===== config.mk =====
export PLATFORM = sky130hd
export DESIGN_NAME = bcd_lap_stopwatch
export DESIGN_NICKNAME = d
export VERILOG_FILES = /design/src/rtl/sw_pkg.sv /design/src/rtl/sw_bcd_digit.sv /design/src/rtl/sw_key_filter.sv /design/src/rtl/bcd_lap_stopwatch.sv
export SDC_FILE = /design/constraint.sdc
export NUM_CORES = 1
export LEC_CHECK = 0
export ABC_AREA = 1
export BUFFER_PORTS_ARGS = -buffer_cell sky130_fd_sc_hd__buf_4
export CAP_MARGIN = 20
export CORE_MARGIN = 1.5
export CORE_UTILIZATION = 49
export CTS_BUF_LIST = sky130_fd_sc_hd__clkbuf_8
export CTS_CLUSTER_DIAMETER = 80
export DETAILED_ROUTE_END_ITERATION = 12
export MAX_ROUTING_LAYER = met4
export PLACE_DENSITY = 0.73
export REMOVE_ABC_BUFFERS = 1
export SYNTH_ARGS = -nofsm -noshare
export SYNTH_HDL_FRONTEND = slang
export SYNTH_SLANG_ARGS = --single-unit

===== constraint.sdc =====
create_clock -name clk -period 1.25 [get_ports clk]
set_input_delay 0.125 -clock clk [delete_from_list [all_inputs] [get_ports clk]]
set_output_delay 0.125 -clock clk [all_outputs]
set_load 0.05 [all_outputs]

===== src/rtl/sw_pkg.sv =====
`timescale 1ns/1ps
package sw_pkg;
   localparam int DIGITS  = 3;
   localparam int DIG_W   = 4;
   localparam int FLAG_W  = 4;
   localparam int NKEYS   = 2;
   localparam int F_HUND  = 0;
   localparam int F_SEC   = 1;
   localparam int F_RKEY  = 2;
   localparam int F_LKEY  = 3;
   localparam int K_RUN   = 0;
   localparam int K_LAP   = 1;

   typedef enum logic [1:0] {
      KS_IDLE = 2'd0,
      KS_HELD = 2'd1,
      KS_REL  = 2'd2
   } key_state_t;
endpackage


===== src/rtl/sw_bcd_digit.sv =====
`timescale 1ns/1ps
module sw_bcd_digit #(
   parameter int W   = 4,
   parameter int TOP = 9
) (
   input  logic         clk,
   input  logic         rst_n,
   input  logic         clr,
   input  logic         inc,
   output logic [W-1:0] q,
   output logic         co
);
   localparam logic [W-1:0] LAST = W'(TOP);

   if (TOP >= (1 << W)) begin : g_bad_top
      $error("digit limit does not fit the digit width");
   end

   assign co = inc & (q == LAST);

   always_ff @(posedge clk or negedge rst_n) begin
      if (!rst_n)     q <= '0;
      else if (clr)   q <= '0;
      else if (inc)   q <= (q == LAST) ? '0 : q + 1'b1;
   end

   a_r3_digit_range: assert property (@(posedge clk) disable iff (!rst_n)
      q <= LAST);
endmodule


===== src/rtl/sw_key_filter.sv =====
`timescale 1ns/1ps
module sw_key_filter
   import sw_pkg::*;
#(
   parameter int DEB_SAMPLES = 56
) (
   input  logic clk,
   input  logic rst_n,
   input  logic strobe,
   input  logic key,
   output logic evt
);
   localparam int CW = $clog2(DEB_SAMPLES + 1);
   localparam logic [CW-1:0] LAST_LOW = CW'(DEB_SAMPLES - 1);

   if (DEB_SAMPLES < 2) begin : g_bad_deb
      $error("release window must be at least two samples");
   end

   key_state_t     st;
   logic [CW-1:0]  lows;

   assign evt = strobe & key & (st == KS_IDLE);

   always_ff @(posedge clk or negedge rst_n) begin
      if (!rst_n) begin
         st   <= KS_IDLE;
         lows <= '0;
      end else if (strobe) begin
         unique case (st)
            KS_IDLE: if (key) st <= KS_HELD;
            KS_HELD: if (!key) begin
               st   <= KS_REL;
               lows <= CW'(1);
            end
            KS_REL: begin
               if (key)                  st   <= KS_HELD;
               else if (lows == LAST_LOW) st  <= KS_IDLE;
               else                      lows <= lows + 1'b1;
            end
            default: st <= KS_IDLE;
         endcase
      end
   end

   a_r11_one_event: assert property (@(posedge clk) disable iff (!rst_n)
      evt |=> !evt);
endmodule


===== src/rtl/bcd_lap_stopwatch.sv =====
`timescale 1ns/1ps
module bcd_lap_stopwatch
   import sw_pkg::*;
#(
   parameter int DEB_SAMPLES = 56
) (
   input  logic        clk,
   input  logic        rst_n,
   input  logic        tick_ms,
   input  logic        tick_key,
   input  logic        run_wr,
   input  logic        run_wdata,
   input  logic        cnt_clr,
   input  logic        key_run,
   input  logic        key_lap,
   input  logic        rd_en,
   input  logic [1:0]  rd_sel,
   output logic [3:0]  rd_data,
   input  logic [3:0]  flag_clr,
   input  logic [3:0]  irq_mask,
   output logic [3:0]  irq_flags,
   output logic        irq,
   output logic        running,
   output logic        renew,
   output logic        lap_carry
);
   logic [DIGITS-1:0][DIG_W-1:0] dig;
   logic [DIGITS-1:0][DIG_W-1:0] snap;
   logic [DIGITS:0]              inc_chain;
   logic [DIGITS-1:0]            co;
   logic [NKEYS-1:0]             key_raw, key_evt;
   logic                         hold;
   logic                         rd_first, rd_last;
   logic [FLAG_W-1:0]            flag_set;

   assign inc_chain[0] = running & tick_ms & ~cnt_clr;

   for (genvar i = 0; i < DIGITS; i++) begin : g_dig
      sw_bcd_digit #(.W(DIG_W), .TOP(9)) u_dig (
         .clk(clk), .rst_n(rst_n), .clr(cnt_clr), .inc(inc_chain[i]),
         .q(dig[i]), .co(co[i]));
      assign inc_chain[i+1] = co[i];
   end

   assign key_raw[K_RUN] = key_run;
   assign key_raw[K_LAP] = key_lap;
   for (genvar k = 0; k < NKEYS; k++) begin : g_key
      sw_key_filter #(.DEB_SAMPLES(DEB_SAMPLES)) u_key (
         .clk(clk), .rst_n(rst_n), .strobe(tick_key), .key(key_raw[k]),
         .evt(key_evt[k]));
   end

   assign rd_first = rd_en & (rd_sel == 2'd0);
   assign rd_last  = rd_en & (rd_sel == 2'd2);

   always_comb begin
      flag_set         = '0;
      flag_set[F_HUND] = co[1];
      flag_set[F_SEC]  = co[DIGITS-1];
      flag_set[F_RKEY] = key_evt[K_RUN];
      flag_set[F_LKEY] = key_evt[K_LAP];
   end

   always_ff @(posedge clk or negedge rst_n) begin
      if (!rst_n) begin
         running   <= 1'b0;
         snap      <= '0;
         hold      <= 1'b0;
         renew     <= 1'b0;
         lap_carry <= 1'b0;
         rd_data   <= '0;
         irq_flags <= '0;
      end else begin
         if (run_wr)              running <= run_wdata;
         else if (key_evt[K_RUN]) running <= ~running;

         if (key_evt[K_LAP] || (rd_first && !hold)) snap <= dig;

         if (rd_en) begin
            unique case (rd_sel)
               2'd0:    rd_data <= hold ? snap[0] : dig[0];
               2'd1:    rd_data <= snap[1];
               2'd2:    rd_data <= snap[2];
               default: rd_data <= '0;
            endcase
         end

         if (key_evt[K_LAP]) begin
            hold  <= 1'b1;
            renew <= 1'b1;
         end else if (rd_last) begin
            hold  <= 1'b0;
            renew <= 1'b0;
         end

         if (co[DIGITS-1] && (hold || key_evt[K_LAP])) lap_carry <= 1'b1;
         else if (rd_last)                              lap_carry <= 1'b0;

         irq_flags <= (irq_flags & ~flag_clr) | flag_set;
      end
   end

   assign irq = |(irq_flags & irq_mask);

   a_r2_stopped_stable: assert property (@(posedge clk) disable iff (!rst_n)
      (!running && !cnt_clr) |=> $stable(dig));
   a_r5_wrap_flag: assert property (@(posedge clk) disable iff (!rst_n)
      (running && tick_ms && !cnt_clr && dig == {4'd9, 4'd9, 4'd9})
         |=> (irq_flags[F_SEC] && dig == '0));
   a_r8_clear_zero: assert property (@(posedge clk) disable iff (!rst_n)
      cnt_clr |=> (dig == '0));
   a_r10_lap_renew: assert property (@(posedge clk) disable iff (!rst_n)
      key_evt[K_LAP] |=> (renew && snap == $past(dig)));
   a_r8_snap_kept: assert property (@(posedge clk) disable iff (!rst_n)
      (cnt_clr && !key_evt[K_LAP] && !rd_first) |=> $stable(snap));
endmodule


# [Word level (Yosys, flattened, before mapping)]
# Cells that the tools add are included.
[op_classes] add_sub_neg=5 n_eq_ne=21 muxes=34 bitwise_logic=17 n_reduce_logical=21
[op_table] cell="two-way mux 4 bit" n=10
[op_table] cell="two-way mux 6 bit" n=6
[op_table] cell="case mux 6 bit (2 select lines)" n=2
[op_table] cell="two-way mux 2 bit" n=8
[op_table] cell="inequality test 2 bit (second input constant)" n=8
[op_table] cell="nonzero test 2 bit" n=8
[op_table] cell="adder 4 x 1 -> 4 bit (second input constant)" n=3
[op_table] cell="adder 6 x 1 -> 6 bit (second input constant)" n=2
[op_table] cell="equality test 4 bit (second input constant)" n=3
[op_table] cell="equality test 6 bit (second input constant)" n=2
[op_table] cell="case mux 2 bit (3 select lines)" n=2
[op_table] cell="case mux 4 bit (3 select lines)" n=1
[op_table] cell="AND 1 bit" n=11
[op_table] cell="AND reduction 5 bit" n=2
[op_table] cell="AND 4 bit" n=2
[op_table] cell="AND reduction 4 bit" n=2
[op_table] cell="equality test 2 x 1 -> 1 bit (second input constant)" n=3
[op_table] cell="equality test 2 bit (second input constant)" n=3
[op_table] cell="logical NOT 2 bit" n=3
[op_table] cell="inequality test 3 x 2 -> 1 bit (second input constant)" n=2
[op_table] cell="two-way mux 1 bit" n=5
[op_table] cell="inverter 4 bit" n=1
[op_table] cell="OR 4 bit" n=1
[op_table] cell="OR reduction 4 bit" n=1
[op_table] cell="4 further kinds" n=7
[word_totals] register_bits=51 input_bits=20 output_inout_bits=12

# [Longest topological paths before layout]
[depth] ltp_word=7 mapped_depth=9

# [Cells and area by module]
# A second synthesis with hierarchy kept.
[hier_totals] hier_cells=408 area_unflattened_um2=2981.6
[by_module_without_submodules] module="bcd_lap_stopwatch" n_inst=1 cells_per_inst=142 area_each_um2=1129.8 seq_area_each_um2=575.6
[by_module_without_submodules] module="sw_key_filter" n_inst=2 cells_per_inst=73 area_each_um2=528.0 seq_area_each_um2=200.2
[by_module_without_submodules] module="sw_bcd_digit" n_inst=3 cells_per_inst=40 area_each_um2=265.3 seq_area_each_um2=100.1

# [Worst setup path after synthesis]
# OpenSTA, ideal clock, no wires.
[synth_path] path_kind="flip-flop to flip-flop" from="register hold" to="register snap[2] (netlist name)" setup_ns=0.121 arrival_ns=1.287 setup_slack_ns=-0.157 path_stages_with_launch=7 n_path_buf=1 period_less_slack_ns=1.407 path_cell_list="dfrtp_1 inv_2 nand3_2 nand2_2 buf_6 nor2_1 a21oi_2"
[synth_between] elab_chain_len=3
[synth_rtl] item="start, declared" line_no="bcd_lap_stopwatch.sv:32" source="logic hold;"
[synth_rtl] item="start signal, assigned" line_no="bcd_lap_stopwatch.sv:68" source="hold <= 1'b0;"
[synth_rtl] item="start signal, assigned" line_no="bcd_lap_stopwatch.sv:89" source="hold <= 1'b1;"
[synth_rtl] item="start signal, assigned" line_no="bcd_lap_stopwatch.sv:92" source="hold <= 1'b0;"
[synth_rtl] item="logical NOT 1 bit" line_no="bcd_lap_stopwatch.sv:77" source="if (key_evt[K_LAP] || (rd_first && !hold)) snap <= dig;"
[synth_rtl] item="logical AND 1 bit" line_no="bcd_lap_stopwatch.sv:77"
[synth_rtl] item="logical OR 1 bit" line_no="bcd_lap_stopwatch.sv:77"
[synth_rtl] item="end signal, assigned" line_no="bcd_lap_stopwatch.sv:77"
[synth_rtl] item="end, declared" line_no="bcd_lap_stopwatch.sv:28" source="logic [DIGITS-1:0][DIG_W-1:0] snap;"
# Every way passes these cells.
# A chain may end at the register's enable or synchronous reset.

# [Final worst setup path]
[layout_path] from="register g_dig[0].u_dig.q[1]" to="register g_dig[2].u_dig.q[1]"
[layout_between] elab_chain_len=4
[layout_rtl] item="start, declared" line_no="sw_bcd_digit.sv:10" source="output logic [W-1:0] q,"
[layout_rtl] item="start signal, assigned" line_no="sw_bcd_digit.sv:24" source="else if (inc) q <= (q == LAST) ? '0 : q + 1'b1;"
[layout_rtl] item="equality test 4 bit" line_no="sw_bcd_digit.sv:19" source="assign co = inc & (q == LAST);"
[layout_rtl] item="AND 1 bit (2 in series)" line_no="sw_bcd_digit.sv:19"
[layout_rtl] item="nonzero test 2 bit (no line)"
[layout_rtl] item="end signal, assigned" line_no="sw_bcd_digit.sv:24"
[layout_rtl] item="end, declared" line_no="sw_bcd_digit.sv:10"
# Every way passes these cells.

==> flow_summary.json <==
{
  "status": "finished, violations left",
  "violations": "setup timing",
  "hold_violations": 0,
  "yosys_register_bits": 51,
  "hpwl_um": 4460,
  "core_um2": 5240,
  "cts_tree": "done",
  "area_delta_synth_final_pct": 34.7,
  "crit_required_ns": 1.47,
  "cp-start-kind": "register",
  "cts.sinks": 51,
  "die_h_um": 77.5,
  "grt-ovfl-total": 0,
  "period_minus_slack_ns": 1.33,
  "yosysWarningCount": 0,
  "path_clk_slew_ns": 0.09,
  "fin_crit_sh_pct": 106,
  "die_w_um": 77.5,
  "dp.cells": 459,
  "gp_congestion": 0.910,
  "dieArea_um2": 6000,
  "rr_startpoint": "g_dig[0].u_dig.q[1]$_DFFE_PN0P_",
  "synthesis.area_um2": 2720,
  "cp.buffers_inverters": 1,
  "reg2reg_slack_ns": -0.08,
  "viasPerCell": 5.14,
  "grt_max_degree": 28,
  "cpMostUsedCell": "nand2_4",
  "arrival_ns": 1.55,
  "synth_area_leaders": "dfrtp_1 47%, nand2_1 13%, nand3_1 5.5%",
  "synth_area_leader_cell": "dfrtp_1",
  "numPortBuffers": 31,
  "final_nets": 441,
  "final-setup-viol-count": 13,
  "cp_slowest_stage_delay_ns": 0.41,
  "combPwrFrac_pct": 43.0,
  "whs_endpoint": "irq_flags[2]$_DFF_PN0_",
  "critical-path-top-delay-family": "simple AND/OR/NAND/NOR gates",
  "netlist_instances": 335,
  "leakagePower_nw": 1.78,
  "grt_pass1_wl_um": 10700,
  "ir_worst_vdd_mv": 0.898,
  "power.internal_mw": 3.34,
  "drt_iter0_drc": 87,
  "n_antenna_cell": 0,
  "clock_skew_ns": 0.00728,
  "rsz0062_at_grt": "true",
  "fin_cells": 483,
  "min_path_cells": 2,
  "final_common_cell": "nand2_1",
  "boundaryPins": 32,
  "grt_pass1_vias": 2483,
  "crit_chain": "inv_2 -> ha_4 -> nand3_4 -> nor2_4 -> nand2_4 -> nand2_4 -> nand2_1 -> o21ai_1",
  "hold_path.class": "in -> reg",
  "max_slew.worst_pin.slew_ns": 0.377,
  "drtAntennaViolNets": 0,
  "fmax_mhz": 754,
  "clockBufferDepth": 2,
  "critPathKind": "reg -> reg",
  "synth_cell_types": 30,
  "timing.slew.headroom_pct": 74.9,
  "yosysTopAreaCellShare_pct": 47.0,
  "powerDensity_nw_per_um2": 1510,
  "cts_buffers": 5,
  "syn_avg_cell_area_um2": 8.11,
  "setup_slack_ns": -0.0769,
  "initial_core_util_pct": 51.9,
  "worst-r2r-cell-count": 8,
  "power_switching_mw": 2.18,
  "finalMaxSlewViolations": 0,
  "p_clk_share_pct": 17.4,
  "cts-htree-levels": 2,
  "drive_gt1_share_pct": 36.6,
  "cts_root_buf": "clkbuf_8",
  "maxCapViolCount": 0,
  "dr.pass1.iters": 4,
  "min_from": "flag_clr[2]",
  "hold_slack_ns": 0.00209,
  "insertion_delay_ns": 0.30,
  "drc": 0,
  "dp_slack_ns": -0.194,
  "power_frac_seq_pct": 39.5,
  "wl_per_cell_um": 13.4,
  "layout_common_cells": "74 x nand2_1, 67 x buf_4, 50 x dfrtp_1",
  "ys_seq_area_share_pct": 47.0,
  "rows": 26,
  "r2r-end": "g_dig[2].u_dig.q[1]$_DFFE_PN0P_",
  "cp_max_fo": 5,
  "vias": 2484,
  "crit_path_start": "g_dig[0].u_dig.q[1]$_DFFE_PN0P_",
  "track_usage_pct": 22.7,
  "wirelength_um": 6480,
  "antenna_found_initial": 0,
  "endpoint_kind": "register",
  "crit_slowest_cell": "dfrtp_1",
  "power.share.switching_pct": 39.5
}
[state kept, by name, summed over array words and instances, names as in the netlist]
name	cells
g_key.u_key.st	4
g_dig.u_dig.q	12
irq_flags	4
running	1
g_key.u_key.lows	12
hold	1
snap	12
rd_data	4
lap_carry	1
[layer usage]
layer  share of wire (%)  GRT usage [%]
met3                 3.5           4.71
met4                 1.2           8.00
met1                  44           26.8
met2                  52           38.5
met5                   0              -
[power groups by stage]
stage	Combinational [mW]	Clock (mW)	Sequential [mW]
after floorplan	0.897	0	2.50
after global placement	1.91	0	2.20
after detailed placement	1.96	0	2.20
after CTS	2.12	0.991	2.18
after global routing	2.59	1.06	2.23
final	2.38	0.964	2.19
[how the worst max path moves through the flow]
stage / end / slack (ns) / cells after the start
4_1_cts: g_dig[2].u_dig.q[3]$_DFFE_PN0P_ / -0.07 / 8
3_3_place_gp: g_key[1].u_key.lows[2]$_DFFE_PN0P_ / -0.13 / 7
6_report: g_dig[2].u_dig.q[1]$_DFFE_PN0P_ / -0.08 / 8
2_1_floorplan: snap[2]$_DFFE_PN0P_ / -0.22 / 5
5_1_grt: g_key[0].u_key.st[1]$_DFFE_PN0P_ / -0.17 / 8
3_5_place_dp: g_key[1].u_key.lows[4]$_DFFE_PN0P_ / -0.19 / 7
[synthesized netlist by cell type (all sizes together)]
master and n:
or2 2, xnor2 2, a31oi 1, nor3b 2
nor3 1, o21ai 34, nor2 26, nand3 32
ha 8, nand4 8, xor2 5, o211ai 1
a21oi 10, inv 41, dfrtp 51, buf 3
nand2 101, o21bai 2, o22ai 5
[logic make-up after synthesis]
logic type / count (synthesis) / share of synthesized area [%]
fa+ha+maj: 8 / 3.68
xor+xnor: 7 / 2.26
compound gates: 53 / 11.7
buf+inv: 44 / 6.91
flops: 51 / 47.0
simple gates: 172 / 28.5
[stage by stage]
stage / total power [mW] / TNS [ns] / utilization [%] / area (µm²)
2_1_floorplan: 3.40 / -4.20 / - / 2680
3_3_place_gp: 4.11 / -1.32 / 61.6 / 3220
3_5_place_dp: 4.17 / -2.11 / 61.6 / 3220
4_1_cts: 5.29 / -0.447 / 65.8 / 3440
5_1_grt: 5.88 / -1.96 / 69.9 / 3660
6_report: 5.53 / -0.493 / 69.9 / 3660
[what timing repair did]
| item | 4_1_cts | 5_1_grt |
|---|---|---|
| gates cloned | 1 | 0 |
| endpoints found under the hold margin | 27 | 0 |
| hold buffers | 3 | 0 |
| endpoints found under the setup margin | 25 | 40 |
| resized for setup | 27 | 43 |
| buffers inserted | 0 | 13 |
| pin swaps | 11 | 15 |
[layout make-up]
class	instances	area [µm²]
flip-flops and latches	51	1280
clock inverters	1	5.00
inverters	41	154
fillers	426	1580
clock buffers	6	82.6
well taps	70	87.6
multi-input cells	241	1470
repair buffers	73	584
No activity file was read; power rests on OpenSTA's default activity.
